$ cat src/rtl/rst_seq_pkg.sv
package rst_seq_pkg;

  // States of the restart controller
  typedef enum logic [2:0] {
    ST_RUN      = 3'd0,
    ST_HOLD     = 3'd1,
    ST_CLEAR    = 3'd2,
    ST_FETCH_HI = 3'd3,
    ST_FETCH_LO = 3'd4,
    ST_START    = 3'd5
  } seq_state_e;

endpackage

$ cat src/rtl/rst_seq_sync.sv
// Multi-stage synchronizer for the external reset line; powers up "asserted".
module rst_seq_sync #(
  parameter int STAGES = 2
) (
  input  logic clk,
  input  logic por_n,
  input  logic async_n,
  output logic sync_n
);

  logic [STAGES-1:0] chain_q;
  logic [STAGES-1:0] chain_d;

  generate
    if (STAGES == 1) begin : g_one
      always_comb chain_d = async_n;
    end else begin : g_many
      always_comb chain_d = {chain_q[STAGES-2:0], async_n};
    end
  endgenerate

  always_ff @(posedge clk or negedge por_n) begin
    if (!por_n) chain_q <= '0;
    else        chain_q <= chain_d;
  end

  assign sync_n = chain_q[STAGES-1];

endmodule

$ cat src/rtl/rst_seq_qual.sv
// Measures the length of a synchronized low period; flags the cycle on which
// it reaches QUAL_CYC. Counter saturates at the threshold.
module rst_seq_qual #(
  parameter int QUAL_CYC = 10
) (
  input  logic clk,
  input  logic por_n,
  input  logic rst_low,
  output logic qual_evt
);

  localparam int CW = $clog2(QUAL_CYC + 1);
  localparam logic [CW-1:0] CNT_MAX  = CW'(QUAL_CYC);
  localparam logic [CW-1:0] CNT_LAST = CW'(QUAL_CYC - 1);

  logic [CW-1:0] cnt_q;
  logic [CW-1:0] cnt_d;
  logic          cnt_en;

  always_comb begin
    cnt_en = 1'b0;
    cnt_d  = cnt_q;
    if (!rst_low) begin
      cnt_en = (cnt_q != '0);
      cnt_d  = '0;
    end else if (cnt_q != CNT_MAX) begin
      cnt_en = 1'b1;
      cnt_d  = cnt_q + CW'(1);
    end
  end

  always_ff @(posedge clk or negedge por_n) begin
    if (!por_n)      cnt_q <= '0;
    else if (cnt_en) cnt_q <= cnt_d;
  end

  assign qual_evt = rst_low && (cnt_q == CNT_LAST);

endmodule

$ cat src/rtl/rst_seq_wdt_hold.sv
// Stretches a watchdog overflow pulse into a fixed internal reset window.
module rst_seq_wdt_hold #(
  parameter int HOLD_CYC = 10
) (
  input  logic clk,
  input  logic por_n,
  input  logic ovf,
  output logic busy
);

  localparam int CW = $clog2(HOLD_CYC + 1);

  logic [CW-1:0] cnt_q;
  logic [CW-1:0] cnt_d;
  logic          cnt_en;

  always_comb begin
    cnt_en = 1'b0;
    cnt_d  = cnt_q;
    if (ovf) begin
      cnt_en = 1'b1;
      cnt_d  = CW'(HOLD_CYC);
    end else if (cnt_q != '0) begin
      cnt_en = 1'b1;
      cnt_d  = cnt_q - CW'(1);
    end
  end

  always_ff @(posedge clk or negedge por_n) begin
    if (!por_n)      cnt_q <= '0;
    else if (cnt_en) cnt_q <= cnt_d;
  end

  assign busy = (cnt_q != '0);

endmodule

$ cat src/rtl/rst_seq_fsm.sv
// Restart controller: halt, clear, two-word vector fetch, start handoff.
module rst_seq_fsm
  import rst_seq_pkg::*;
#(
  parameter int          ADDR_W   = 16,
  parameter int          DATA_W   = 16,
  parameter logic [15:0] VEC_BASE = 16'h0000
) (
  input  logic                clk,
  input  logic                por_n,
  input  logic                rst_low,
  input  logic                qual_evt,
  input  logic                wdt_ovf,
  input  logic                wdt_busy,
  input  logic                mem_rdy,
  input  logic [DATA_W-1:0]   mem_rdata,
  output logic                core_halt,
  output logic                mod_clear,
  output logic                imask_set,
  output logic                mem_req,
  output logic [ADDR_W-1:0]   mem_addr,
  output logic [2*DATA_W-1:0] start_pc,
  output logic                start_stb
);

  localparam int              PC_W      = 2 * DATA_W;
  localparam logic [ADDR_W-1:0] ADDR_HI = ADDR_W'(VEC_BASE);
  localparam logic [ADDR_W-1:0] ADDR_LO = ADDR_W'(VEC_BASE) + ADDR_W'(DATA_W / 8);

  seq_state_e         st_q, st_d;
  logic               armed_q, armed_d;
  logic [DATA_W-1:0]  hi_q, hi_d;
  logic               hi_en;
  logic [PC_W-1:0]    pc_q, pc_d;
  logic               pc_en;
  logic               in_seq;
  logic               abort;
  logic               start_go;

  assign in_seq = (st_q == ST_CLEAR) || (st_q == ST_FETCH_HI) ||
                  (st_q == ST_FETCH_LO) || (st_q == ST_START);
  assign abort  = in_seq && (rst_low || wdt_ovf);

  // next-state process
  always_comb begin
    st_d    = st_q;
    armed_d = armed_q;
    hi_en   = 1'b0;
    hi_d    = hi_q;
    pc_en   = 1'b0;
    pc_d    = pc_q;
    unique case (st_q)
      ST_RUN: begin
        if (qual_evt || wdt_ovf) begin
          st_d    = ST_HOLD;
          armed_d = 1'b1;
        end
      end
      ST_HOLD: begin
        if (wdt_ovf || qual_evt) begin
          armed_d = 1'b1;
        end else if (armed_q && !rst_low && !wdt_busy) begin
          st_d    = ST_CLEAR;
          armed_d = 1'b0;
        end
      end
      ST_CLEAR: st_d = ST_FETCH_HI;
      ST_FETCH_HI: begin
        if (mem_rdy) begin
          hi_en = 1'b1;
          hi_d  = mem_rdata;
          st_d  = ST_FETCH_LO;
        end
      end
      ST_FETCH_LO: begin
        if (mem_rdy) begin
          pc_en = 1'b1;
          pc_d  = {hi_q, mem_rdata};
          st_d  = ST_START;
        end
      end
      ST_START: st_d = ST_RUN;
      default:  st_d = ST_HOLD;
    endcase
    if (abort) begin
      st_d    = ST_HOLD;
      armed_d = 1'b1;
      hi_en   = 1'b0;
      pc_en   = 1'b0;
    end
  end

  // register process
  always_ff @(posedge clk or negedge por_n) begin
    if (!por_n) begin
      st_q    <= ST_HOLD;
      armed_q <= 1'b1;
    end else begin
      st_q    <= st_d;
      armed_q <= armed_d;
    end
  end

  always_ff @(posedge clk or negedge por_n) begin
    if (!por_n)     hi_q <= '0;
    else if (hi_en) hi_q <= hi_d;
  end

  always_ff @(posedge clk or negedge por_n) begin
    if (!por_n)     pc_q <= '0;
    else if (pc_en) pc_q <= pc_d;
  end

  // outputs
  assign start_go  = (st_q == ST_START) && !rst_low && !wdt_ovf;
  assign start_stb = start_go;
  assign start_pc  = pc_q;
  assign core_halt = rst_low || ((st_q != ST_RUN) && !start_go);
  assign mod_clear = (st_q == ST_CLEAR);
  assign imask_set = (st_q == ST_CLEAR);
  assign mem_req   = (st_q == ST_FETCH_HI) || (st_q == ST_FETCH_LO);
  assign mem_addr  = (st_q == ST_FETCH_LO) ? ADDR_LO : ADDR_HI;

endmodule

$ cat src/rtl/rst_seq_top.sv
module rst_seq_top #(
  parameter int          QUAL_CYC     = 10,
  parameter int          WDT_HOLD_CYC = 10,
  parameter int          SYNC_STAGES  = 2,
  parameter int          ADDR_W       = 16,
  parameter int          DATA_W       = 16,
  parameter logic [15:0] VEC_BASE     = 16'h0000
) (
  input  logic                clk,
  input  logic                por_n,
  input  logic                ext_rst_n,
  input  logic                wdt_ovf,
  input  logic                mem_rdy,
  input  logic [DATA_W-1:0]   mem_rdata,
  output logic                core_halt,
  output logic                mod_clear,
  output logic                imask_set,
  output logic                mem_req,
  output logic [ADDR_W-1:0]   mem_addr,
  output logic [2*DATA_W-1:0] start_pc,
  output logic                start_stb
);

  logic ext_sync_n;
  logic rst_low;
  logic qual_evt;
  logic wdt_busy;

  rst_seq_sync #(.STAGES(SYNC_STAGES)) sync_i (
    .clk     (clk),
    .por_n   (por_n),
    .async_n (ext_rst_n),
    .sync_n  (ext_sync_n)
  );

  assign rst_low = ~ext_sync_n;

  rst_seq_qual #(.QUAL_CYC(QUAL_CYC)) qual_i (
    .clk      (clk),
    .por_n    (por_n),
    .rst_low  (rst_low),
    .qual_evt (qual_evt)
  );

  rst_seq_wdt_hold #(.HOLD_CYC(WDT_HOLD_CYC)) wdt_i (
    .clk   (clk),
    .por_n (por_n),
    .ovf   (wdt_ovf),
    .busy  (wdt_busy)
  );

  rst_seq_fsm #(
    .ADDR_W   (ADDR_W),
    .DATA_W   (DATA_W),
    .VEC_BASE (VEC_BASE)
  ) fsm_i (
    .clk       (clk),
    .por_n     (por_n),
    .rst_low   (rst_low),
    .qual_evt  (qual_evt),
    .wdt_ovf   (wdt_ovf),
    .wdt_busy  (wdt_busy),
    .mem_rdy   (mem_rdy),
    .mem_rdata (mem_rdata),
    .core_halt (core_halt),
    .mod_clear (mod_clear),
    .imask_set (imask_set),
    .mem_req   (mem_req),
    .mem_addr  (mem_addr),
    .start_pc  (start_pc),
    .start_stb (start_stb)
  );

endmodule

$ cat config.mk
export PLATFORM = sky130hd
export DESIGN_NAME = rst_seq_top
export DESIGN_NICKNAME = d
export VERILOG_FILES = /design/src/rtl/rst_seq_pkg.sv /design/src/rtl/rst_seq_sync.sv /design/src/rtl/rst_seq_qual.sv /design/src/rtl/rst_seq_wdt_hold.sv /design/src/rtl/rst_seq_fsm.sv /design/src/rtl/rst_seq_top.sv
export SDC_FILE = /design/constraint.sdc
export NUM_CORES = 1
export LEC_CHECK = 0
export ABC_CLOCK_PERIOD_IN_PS = 1900
export BUFFER_PORTS_ARGS = -buffer_cell sky130_fd_sc_hd__buf_2
export CORE_MARGIN = 4
export CORE_UTILIZATION = 40
export DETAILED_ROUTE_END_ITERATION = 8
export PLACE_DENSITY = 0.61
export SLEW_MARGIN = 10
export SYNTH_ARGS = -nofsm -noshare
export SYNTH_HDL_FRONTEND = slang
export SYNTH_HIERARCHICAL = 1
export SYNTH_SLANG_ARGS = --single-unit
$ cat constraint.sdc
create_clock -name clk -period 1.9 [get_ports clk]
set_input_delay 0.38 -clock clk [delete_from_list [all_inputs] [get_ports clk]]
set_output_delay 0.38 -clock clk [all_outputs]
set_load 0.01 [all_outputs]
# Word-level counts from Yosys, hierarchy flattened
# Index checks and enable logic that the tools add are counted.
[classes] reduce_logical=30 n_eq_ne=13 n_div=0 n_lt_le_gt_ge=0 mul=0 n_bitwise=1 shifts=0 n_mux=26 n_addsub=2
[op_table] operator="$mux 3" n=6
[op_table] operator="$pmux 3 s6" n=1
[op_table] operator="$mux 4" n=4
[op_table] operator="$mux 1" n=13
[op_table] operator="$ne 3x2->1 const B" n=3
[op_table] operator="$reduce_and 3->1" n=3
[op_table] operator="$reduce_bool 4->1" n=2
[op_table] operator="$logic_and 1x1->1" n=7
[op_table] operator="$logic_or 1x1->1" n=7
[op_table] operator="$eq 3x2->1 const B" n=2
[op_table] operator="$eq 3x3->1 const B" n=2
[op_table] operator="$ne 3x1->1 const B" n=2
[op_table] operator="$reduce_bool 3->1" n=2
[op_table] operator="$reduce_and 5->1" n=1
[op_table] operator="$add 4x1->4 const B" n=1
[op_table] operator="$eq 4x4->1 const B" n=1
[op_table] operator="$ne 4x1->1 const B" n=1
[op_table] operator="$ne 4x4->1 const B" n=1
[op_table] operator="$reduce_and 2->1" n=2
[op_table] operator="$reduce_bool 2->1" n=2
[op_table] operator="$sub 4x1->4 const B" n=1
[op_table] operator="$eq 3x1->1 const B" n=1
[op_table] operator="$logic_not 1->1" n=3
[op_table] operator="$logic_not 3->1" n=1
[op_table] operator="3 further kinds" n=3
[totals] ramBits=0 mem_count=0 out_inout_bits=53 inputBits=21 latchBits=0 wordCells=79 rom_bits=0 regBits=62

# Depth between registers and ports, before layout
# Gate-level depths: netlist (run 1).
[depth] depth_word=7 ltp_mapped=7 mapped_depth_nobuf=7

# Modules after synthesis
# Netlist (run 1), hierarchy kept.
[modules_own_cells] module="rst_seq_fsm" cells_each=163 n_inst=1 seq_area_each_um2=1303.8 area_per_inst_um2=2418.6
[modules_own_cells] module="rst_seq_qual" cells_each=25 n_inst=1 seq_area_each_um2=100.1 area_per_inst_um2=262.8
[modules_own_cells] module="rst_seq_wdt_hold" cells_each=23 n_inst=1 seq_area_each_um2=100.1 area_per_inst_um2=230.2
[modules_own_cells] module="rst_seq_sync" cells_each=2 n_inst=1 seq_area_each_um2=50.0 area_per_inst_um2=50.0
[modules_own_cells] module="rst_seq_top" cells_each=1 n_inst=1 seq_area_each_um2=0.0 area_per_inst_um2=3.8

# Least setup slack after synthesis (run 1)
# Ideal clock, no wire load.
[synth_timing] path_type="register to register" start="register wdt_i.cnt_q[0]" end="register fsm_i.st_q[0]" path_slack_ns=0.051 setup_time_ns=0.086 period_less_slack_ns=1.849 path_buffers=0 required_time_ns=1.814 arrival_ns=1.764 path_stages_with_launch=8 path_cell_list="dfrtp_1 > inv_1 > ha_1 > nor3b_2 > inv_1 > nor4_1 > a2111oi_0 > a2111o_1"
[synth_between] elab_chain_len=5
[synth_lines] element="from (decl)" line="rst_seq_wdt_hold.sv:13" rtl="logic [CW-1:0] cnt_q;"
[synth_lines] element="from (signal assigned)" line="rst_seq_wdt_hold.sv:31" rtl="else if (cnt_en) cnt_q <= cnt_d;"
[synth_lines] element="$reduce_bool 4->1" line="rst_seq_wdt_hold.sv:34" rtl="assign busy = (cnt_q != '0);"
[synth_lines] element="named net wdt_busy" line="rst_seq_top.sv:27" rtl="logic wdt_busy;"
[synth_lines] element="$logic_not 1->1" line="rst_seq_fsm.sv:62" rtl="end else if (armed_q && !rst_low && !wdt_busy) begin"
[synth_lines] element="$logic_and 1x1->1" line="rst_seq_fsm.sv:62"
[synth_lines] element="$ne 3x1->1 (no source line)"
[synth_lines] element="$reduce_and 5->1 (no source line)"
[synth_lines] element="to (signal assigned)" line="rst_seq_fsm.sv:99" rtl="st_q <= st_d;"
[synth_lines] element="to (decl)" line="rst_seq_fsm.sv:30" rtl="seq_state_e st_q, st_d;"
# The timed path passes the listed nets, and every way through them passes these cells.
# A chain may end at the register's enable or synchronous reset.

# Worst setup path after layout (run 1)
[layout_timing] start="register fsm_i.st_q[1]" end="output port start_stb"
[layout_between] elab_chain_len=3
[layout_lines] element="$eq 3x3->1" line="rst_seq_fsm.sv:115" rtl="assign start_go = (st_q == ST_START) && !rst_low && !wdt_ovf;"
[layout_lines] element="$logic_and 1x1->1 (2 in a row)" line="rst_seq_fsm.sv:115"
[layout_lines] element="to (decl)" line="rst_seq_top.sv:21" rtl="output logic start_stb"
# No other way between the ends.

==> impl_metrics.json, run 1 <==
{
  "maxSlewViolCount": 0,
  "period_share_pct": 95.6,
  "io_pins": 74,
  "place_area_sq_um": 3320,
  "firstDrtPassIters": 4,
  "cts_tree": "built",
  "ant_nets": 0,
  "layout-drive-gt1-share_pct": 50.3,
  "required_ns": 1.52,
  "worstSetupPathType": "reg -> out",
  "setup_viol": 0,
  "status": "complete, no violations",
  "rsz0062_at_grt": "yes",
  "finalHoldWorstSlack_ns": 0.0444,
  "die_y_um": 94.1,
  "place_congestion": 0.818,
  "cts-root-buf": "clkbuf_8",
  "skew_ns": 0.0119,
  "path_clk_slew_ns": 0.07,
  "period_minus_slack_ns": 1.82,
  "preCtsSetupSlack_ns": -0.0183,
  "leakagePower_nw": 1.96,
  "syn_area_sq_um": 2970,
  "initial_utilization_pct": 41.1,
  "hold_viol_final": 0,
  "worst_slack_ns": 0.0842,
  "dieArea_sq_um": 8850,
  "route.detailed.drc": 0,
  "fin_area_sq_um": 3600,
  "grt_pass1_wl_um": 8390,
  "dp_hpwl_um": 3560,
  "grt_pass1_vias": 1726,
  "ys_seq_area_share_pct": 52.4,
  "seq_area_sq_um": 1550,
  "wl_um": 5250,
  "cellPowerDensity_nw_per_um2": 896,
  "clockBufferDepth": 2,
  "numCtsBuffers": 9,
  "cp.arrival_ns": 1.44,
  "synth.distinct_cells": 42,
  "avgSynthCellArea_sq_um": 13.9,
  "wl_met3_um": 248,
  "cp_max_fo": 9,
  "wl_met1_um": 2440,
  "synthFlopType": "dfrtp_1",
  "cap_violations": 0,
  "vdd_drop_max_mv": 0.519,
  "port_buffers": 58,
  "core_sq_um": 7210,
  "synth-seq-cells": 62,
  "final_nets": 308,
  "clock_latency_ns": 0.33,
  "drt-vias-per-instance": 4.69,
  "post_cts_buffers": 0,
  "drt_iter0_markers": 104,
  "wl_per_cell_um": 13.6,
  "hold_path_class": "in -> async",
  "num_vias": 1805,
  "die_w_um": 94.1,
  "row_count": 31,
  "antenna_found_initial": 0,
  "grt_util_all_layers_pct": 12.3,
  "synth_warnings": 6,
  "post-route-util_pct": 49.9,
  "n_fill_cell": 665,
  "fmax_mhz": 551,
  "grt_max_degree": 63,
  "power_mw": 3.23,
  "startpoint_type": "register",
  "routed-wl-met2_um": 2460,
  "synthArstFlopShare_pct": 100,
  "syn_inst": 214,
  "synth_edf_count": 0,
  "diodes": 0,
  "grt_overflow": 0,
  "multi_input_area_sq_um": 1260,
  "endpoint_kind": "output pin",
  "htree_levels": 3,
  "cts_sinks": 62,
  "topRoutingLayerUsed": "met4",
  "synthToLayoutAreaGrowth_pct": 21.5
}
==> path summary, 6_finish.rpt <==
path,cells past startpoint,slack (ns),start,endpoint
worst max-delay path,4,0.08,fsm_i/st_q[1]$_DFFE_PN0P_,start_stb
worst min-delay path,2,0.04,por_n,qual_i/cnt_q[1]$_DFFE_PN0P_
worst max register to register,7,0.11,wdt_i/cnt_q[1]$_DFFE_PN0P_,fsm_i/st_q[0]$_DFFE_PN1P_
worst min register to register,0,0.36,sync_i/chain_q[0]$_DFF_PN0_,sync_i/chain_q[1]$_DFF_PN0_
max in group asynchronous,2,1.54,por_n,fsm_i/armed_q$_DFFE_PN1P_
min in group clk,1,0.16,ext_rst_n,sync_i/chain_q[0]$_DFF_PN0_
==> final cells by class <==
type	instances	area share (%)
inverters	8	0.834
clock buffers	11	4.20
multi-input cells	134	35.0
clock inverters	5	2.92
well taps	99	3.44
flip-flops and latches	62	43.1
repair buffers	66	10.4
==> sequential cells by signal, indices dropped and copies added (netlist names) <==
| name | count |
|---|---|
| fsm_i/start_pc | 32 |
| qual_i/cnt_q | 4 |
| fsm_i/hi_q | 16 |
| fsm_i/st_q | 3 |
| sync_i/chain_q | 2 |
| fsm_i/armed_q | 1 |
| wdt_i/cnt_q | 4 |
==> metal layers <==
layer,vias to the layer above,global-route usage (%)
met4,0,7.58
met1,905,16.6
li1,848,-
met3,8,2.72
met5,-,0
met2,44,17.6
==> worst max-delay path: stages (launching register included) <==
cell,delay (ns)
dfrtp_1,0.42
buf_4,0.19
nor2b_1,0.19
and3_1,0.18
buf_2,0.12
==> where the power goes <==
part           leakage [nW]  internal, mW  total (mW)  switching (mW)
combinational         0.997         0.144       0.309           0.165
sequential            0.841          1.39        1.47          0.0815
clock                 0.122         0.943        1.45           0.503
==> synthesized netlist by cell type, types with 2 or more instances <==
cell | n | share of area, %
mux2_4 | 30 | 15
dfrtp_1 | 60 | 51
nand3_1 | 2 | 0.34
nor3b_2 | 2 | 0.84
nor3_1 | 5 | 0.84
mux2_2 | 18 | 6.8
a31oi_1 | 3 | 0.63
dfstp_2 | 2 | 1.8
o21ai_0 | 2 | 0.34
inv_1 | 8 | 1.0
ha_1 | 6 | 2.5
nor2_1 | 8 | 1.0
buf_4 | 16 | 4.1
a21oi_1 | 6 | 1.0
nand2_1 | 4 | 0.51
nor3b_1 | 2 | 0.51
o32ai_1 | 2 | 0.59
nor2b_1 | 8 | 1.7
buf_6 | 6 | 2.3
xnor2_1 | 2 | 0.59
==> per-stage QoR <==
stage                     std cells  TNS [ns]
after floorplan                 228         0
after global placement          369         0
after detailed placement        369   -0.0183
after CTS                       385         0
after global routing            385   -0.0728
final                           385         0
==> logic make-up (layout without fill, tap and decap cells) <==
group	after synthesis	count (layout)	share of synthesized area, %
multiplexers	49	49	22.4
other	1	15	0.126
adder cells (fa/ha/maj)	6	6	2.53
flip-flops	62	62	52.4
AO/OA/AOI/OAI	18	18	4.14
AND/OR/NAND/NOR	44	44	10.2
buffers and inverters	32	90	7.64
XOR/XNOR	2	2	0.591
==> repair_timing <==
action / CTS / global route
hold buffers: 0 / 0
setup endpoints to repair: 1 / 1
resized for setup: 1 / 5
==> cell usage in the layout (no fill, tap or decap), types with 4 or more instances in the layout <==
cell and instances:
dfrtp_1 60, conb_1 15, buf_2 58, nand2_1 4, mux2_2 18, nor2_1 8
nor3_1 5, buf_4 6, mux2_4 30, a21oi_1 6, nor2b_1 8, inv_1 7
ha_1 5, clkbuf_8 11
(Power assumes the default switching activity.)
==> run 2: changes to the inputs <==
- CORE_ASPECT_RATIO: not set -> 2
- RECOVER_POWER: not set -> 50
==> impl_metrics.json, run 2 (synthesis gave the netlist of run 1 again) <==
{
  "status": "complete, no violations",
  "wl_met1_um": 2130,
  "fmax_mhz": 542,
  "required_ns": 2.15,
  "worst_slack_ns": 0.0544,
  "route.detailed.drc": 0,
  "preCtsSetupSlack_ns": -0.0426,
  "numCtsBuffers": 9,
  "n_fill_cell": 661,
  "period_share_pct": 97.1,
  "leakagePower_nw": 1.95,
  "clock_latency_ns": 0.33,
  "layout-drive-gt1-share_pct": 46.4,
  "initial_utilization_pct": 40.8,
  "cap_violations": 0,
  "topRoutingLayerUsed": "met4",
  "final_common_cell": "dfrtp_1",
  "firstDrtPassIters": 5,
  "synthToLayoutAreaGrowth_pct": 23.8,
  "path_clk_slew_ns": 0.05,
  "core_sq_um": 7270,
  "port_buffers": 58,
  "seq_area_sq_um": 1550,
  "diodes": 0,
  "post_cts_buffers": 0,
  "drt_iter0_markers": 107,
  "dieArea_sq_um": 8940,
  "period_minus_slack_ns": 1.85,
  "hold_path_class": "in -> reg",
  "vdd_drop_max_mv": 0.509,
  "grt_util_all_layers_pct": 13.3,
  "cellPowerDensity_nw_per_um2": 936,
  "grt_pass1_wl_um": 8710,
  "largest_reg_flops": 32,
  "cts-root-buf": "clkbuf_16",
  "maxSlewViolCount": 0,
  "slew_headroom_pct": 50.4,
  "grt_overflow": 0,
  "hold_viol_final": 0,
  "cts_sinks": 62,
  "worstMarginPinSlew_ns": 0.744,
  "ant_nets": 0,
  "multi_input_area_sq_um": 1260,
  "grt_pass1_vias": 1855,
  "r2r_cells": 7,
  "worstSetupPathType": "reg -> reg",
  "wl_met3_um": 336,
  "final_nets": 311,
  "clockBufferDepth": 2,
  "dp_hpwl_um": 3740,
  "wl_um": 5310,
  "grt_max_degree": 51,
  "endpoint_kind": "register",
  "mostFrequentLayoutCells": "dfrtp_1 (60), buf_2 (45), mux2_4 (30)",
  "power_mw": 3.43,
  "die_y_um": 130,
  "startpoint_type": "register",
  "io_pins": 74,
  "num_vias": 1808,
  "antenna_found_initial": 0,
  "drt-vias-per-instance": 4.75,
  "skew_ns": 0.00364,
  "cts_tree": "built",
  "whs_path_depth": 1,
  "tns_ns": 0,
  "wl_per_cell_um": 13.9,
  "cp.arrival_ns": 2.09,
  "row_count": 44,
  "die_w_um": 68.9,
  "htree_levels": 3,
  "routed-wl-met2_um": 2680,
  "cp_max_fo": 3,
  "place_congestion": 0.797,
  "setup_viol": 0
}
==> run 2: cell types whose count changed in the layout (fill, tap and decap cells not counted), sizes merged <==
| cell | change |
|---|---|
| clkinvlp | +1 |
| clkinv | +1 |
| dlygate4sd3 | +1 |
| bufinv | -2 |
| clkbuf | +14 |
| buf | -12 |
==> run 2: final timing paths <==
kind | start | endpoint | slack [ns]
worst max-delay path | wdt_i/cnt_q[1]$_DFFE_PN0P_ | fsm_i/st_q[0]$_DFFE_PN1P_ | 0.05
worst min-delay path | ext_rst_n | sync_i/chain_q[0]$_DFF_PN0_ | 0.16
worst min register to register | sync_i/chain_q[0]$_DFF_PN0_ | sync_i/chain_q[1]$_DFF_PN0_ | 0.35
min in group asynchronous | por_n | fsm_i/hi_q[12]$_DFFE_PN0P_ | 0.63
worst max register to register | wdt_i/cnt_q[1]$_DFFE_PN0P_ | fsm_i/st_q[0]$_DFFE_PN1P_ | 0.05
max in group asynchronous | por_n | fsm_i/armed_q$_DFFE_PN1P_ | 0.50
==> run 2: area by class of cell <==
cell class                 count  share of cell area (%)
clock inverter                 5                    1.57
timing repair buffer          69                    10.9
inverter                       8                   0.818
multi-input combinational    134                    34.3
tap                           92                    3.14
sequential                    62                    42.3
clock buffer                  11                    6.89
==> run 2: metrics by stage <==
step / cells / hold slack [ns] / util [%] / cell area (sq um)
floorplan: 228 / 0.0844 / - / 3020
global placement: 364 / 0.289 / 46.0 / 3340
detailed placement: 364 / 0.287 / 46.0 / 3340
CTS: 381 / 0.142 / 50.4 / 3670
global route: 381 / 0.142 / 50.5 / 3670
finish: 381 / 0.157 / 50.5 / 3670
==> run 2: layer usage <==
metal,vias up,global-route usage [%]
li1,851,-
met3,13,3.45
met5,-,0
met4,0,8.97
met1,885,15.1
met2,59,21.4
==> run 2: critical path, stage by stage (launching register included) <==
cell and delay [ns]:
dfrtp_1 0.39, inv_1 0.08, ha_2 0.20, nor3b_4 0.21
inv_1 0.11, nor4_4 0.25, a2111oi_1 0.13, a2111o_1 0.41
==> run 2: where the power goes <==
part	switching, mW	internal [mW]	total, mW
logic	0.170	0.145	0.314
clock network	0.561	1.08	1.64
registers	0.0832	1.39	1.48
==> run 2: what timing repair did <==
action,4_1_cts,5_1_grt
hold buffers,1,0
endpoints found under the hold margin,12,0
endpoints found under the setup margin,1,2
resized for setup,1,8
pin swaps,0,0
==> run 3: changes to the inputs <==
- CORE_ASPECT_RATIO: 2 -> not set
- GPL_TIMING_DRIVEN: not set -> 0
- HOLD_SLACK_MARGIN: not set -> 0.08
==> impl_metrics.json, run 3 (synthesis gave the netlist of run 1 again) <==
{
  "grt_max_degree": 63,
  "dieArea_sq_um": 8850,
  "finalHoldWorstSlack_ns": 0.159,
  "path_clk_slew_ns": 0.07,
  "startpoint_type": "register",
  "critPathMaxStageDelay_ns": 0.43,
  "period_minus_slack_ns": 1.84,
  "endpoint_kind": "output pin",
  "wl_met1_um": 2410,
  "final_common_cell": "dfrtp_1",
  "die_w_um": 94.1,
  "setup_viol": 0,
  "die_y_um": 94.1,
  "maxSlewViolCount": 62,
  "cts-root-buf": "clkbuf_8",
  "period_share_pct": 96.9,
  "cellPowerDensity_nw_per_um2": 777,
  "cp.arrival_ns": 1.46,
  "htree_levels": 3,
  "port_buffers": 58,
  "skew_ns": 0.00998,
  "routed-wl-met2_um": 2650,
  "topRoutingLayerUsed": "met4",
  "numCtsBuffers": 9,
  "cts_hold_buf": 0,
  "cts_tree": "built",
  "worstMarginPinSlew_ns": 1.51,
  "drt_iter0_markers": 112,
  "hold_viol_final": 0,
  "cp_cell_sequence": "clkbuf_4, nor2b_2, and3_1, buf_2",
  "antenna_found_initial": 0,
  "row_count": 31,
  "mostFrequentLayoutCells": "dfrtp_1 (60), buf_2 (46), mux2_4 (30)",
  "cts_sinks": 62,
  "num_vias": 1892,
  "grt_pass1_vias": 1778,
  "clock_latency_ns": 0.33,
  "fin_area_sq_um": 3710,
  "firstDrtPassIters": 4,
  "cp_max_fo": 10,
  "leakagePower_nw": 2.02,
  "place_congestion": 0.798,
  "layout-drive-gt1-share_pct": 51.4,
  "diodes": 0,
  "initial_utilization_pct": 41.1,
  "route.detailed.drc": 0,
  "core_sq_um": 7210,
  "instances_no_fill": 412,
  "drt-vias-per-instance": 4.59,
  "status": "complete, but fails checks",
  "path_buf_inv": 2,
  "final_nets": 335,
  "io_pins": 74,
  "cap_violations": 1,
  "largest_reg_flops": 32,
  "dp_cells": 385,
  "critPathSlowestCell": "dfrtp_1",
  "synthToLayoutAreaGrowth_pct": 25.2,
  "wl_per_cell_um": 13.2,
  "wl_met3_um": 293,
  "fmax_mhz": 543,
  "grt_pass1_wl_um": 8670,
  "grt_util_all_layers_pct": 12.8,
  "hold_path_class": "in -> reg",
  "violations": "max-capacitance violations, max-slew violations",
  "worstSetupPathType": "reg -> out",
  "slew_headroom_pct": -0.589,
  "dp_hpwl_um": 3730,
  "grt_overflow": 0,
  "clockBufferDepth": 2,
  "place_area_sq_um": 3430,
  "required_ns": 1.52,
  "wl_um": 5440,
  "vdd_drop_max_mv": 0.404,
  "crit_family": "flip-flops",
  "ant_nets": 0
}
==> run 3: cell types whose count changed in the layout (fill, tap and decap cells not counted), sizes merged <==
| cell | before | now |
|---|---|---|
| buf | 54 | 80 |
| bufinv | 1 | 0 |
| clkbuf | 25 | 23 |
| clkinv | 1 | 3 |
| dlygate4sd3 | 1 | 0 |
==> run 3: where the power goes <==
part | switching [mW] | internal [mW] | leakage [nW]
combinational | 0.193 | 0.199 | 1.09
clock | 0.525 | 0.515 | 0.0889
sequential | 0.0654 | 1.39 | 0.841
total | 0.784 | 2.10 | 2.02
==> run 3: metrics by stage <==
| step | total power [mW] | util [%] | setup WS, ns | TNS [ns] |
|---|---|---|---|---|
| 2_1_floorplan | 1.70 | - | 0.0507 | 0 |
| 3_3_place_gp | 1.80 | 47.6 | -0.196 | -0.196 |
| 3_5_place_dp | 1.81 | 47.6 | -0.164 | -0.164 |
| 4_1_cts | 2.88 | 50.4 | 0.000842 | 0 |
| 5_1_grt | 3.06 | 51.5 | -0.00269 | -0.00269 |
| 6_report | 2.89 | 51.5 | 0.0586 | 0 |
==> run 3: cell type report <==
type	count	area [sq um]
fill	672	3500
sequential	62	1550
multi-input combinational	134	1250
timing repair buffer	69	359
buffer	24	206
clock buffer	10	138
tap	99	124
clock inverter	6	46.3
inverter	8	33.8
==> run 3: path summary, 6_finish.rpt <==
| path | from | cells past startpoint | end | slack [ns] |
|---|---|---|---|---|
| worst max-delay path | fsm_i/st_q[2]$_DFFE_PN0P_ | 4 | start_stb | 0.06 |
| worst min-delay path | ext_rst_n | 1 | sync_i/chain_q[0]$_DFF_PN0_ | 0.16 |
| worst max register to register | wdt_i/cnt_q[0]$_DFFE_PN0P_ | 7 | fsm_i/st_q[0]$_DFFE_PN1P_ | 0.12 |
| worst min register to register | sync_i/chain_q[0]$_DFF_PN0_ | 0 | sync_i/chain_q[1]$_DFF_PN0_ | 0.36 |
| max in group asynchronous | por_n | 1 | fsm_i/hi_q[8]$_DFFE_PN0P_ | 0.57 |
| min in group asynchronous | por_n | 1 | qual_i/cnt_q[0]$_DFFE_PN0P_ | 0.40 |
==> run 3: worst reg2reg max path, cell delays in order, from the launching register on <==
cell	delay (ns)
dfrtp_1	0.38
inv_1	0.11
ha_1	0.21
nor3b_4	0.21
inv_1	0.10
nor4_2	0.19
a2111oi_1	0.13
a2111o_1	0.40
==> run 3: timing repair <==
| action | in CTS | in global routing |
|---|---|---|
| setup endpoints to repair | 4 | 4 |
| resized for setup | 4 | 9 |
| buffers inserted | 0 | 11 |
| cloned | 0 | 0 |
| pin swaps | 1 | 1 |
==> run 3: layer usage <==
metal,vias to the layer above,track usage [%]
met5,-,0
li1,904,-
met3,5,3.29
met4,0,6.62
met2,58,19.7
met1,925,16.4
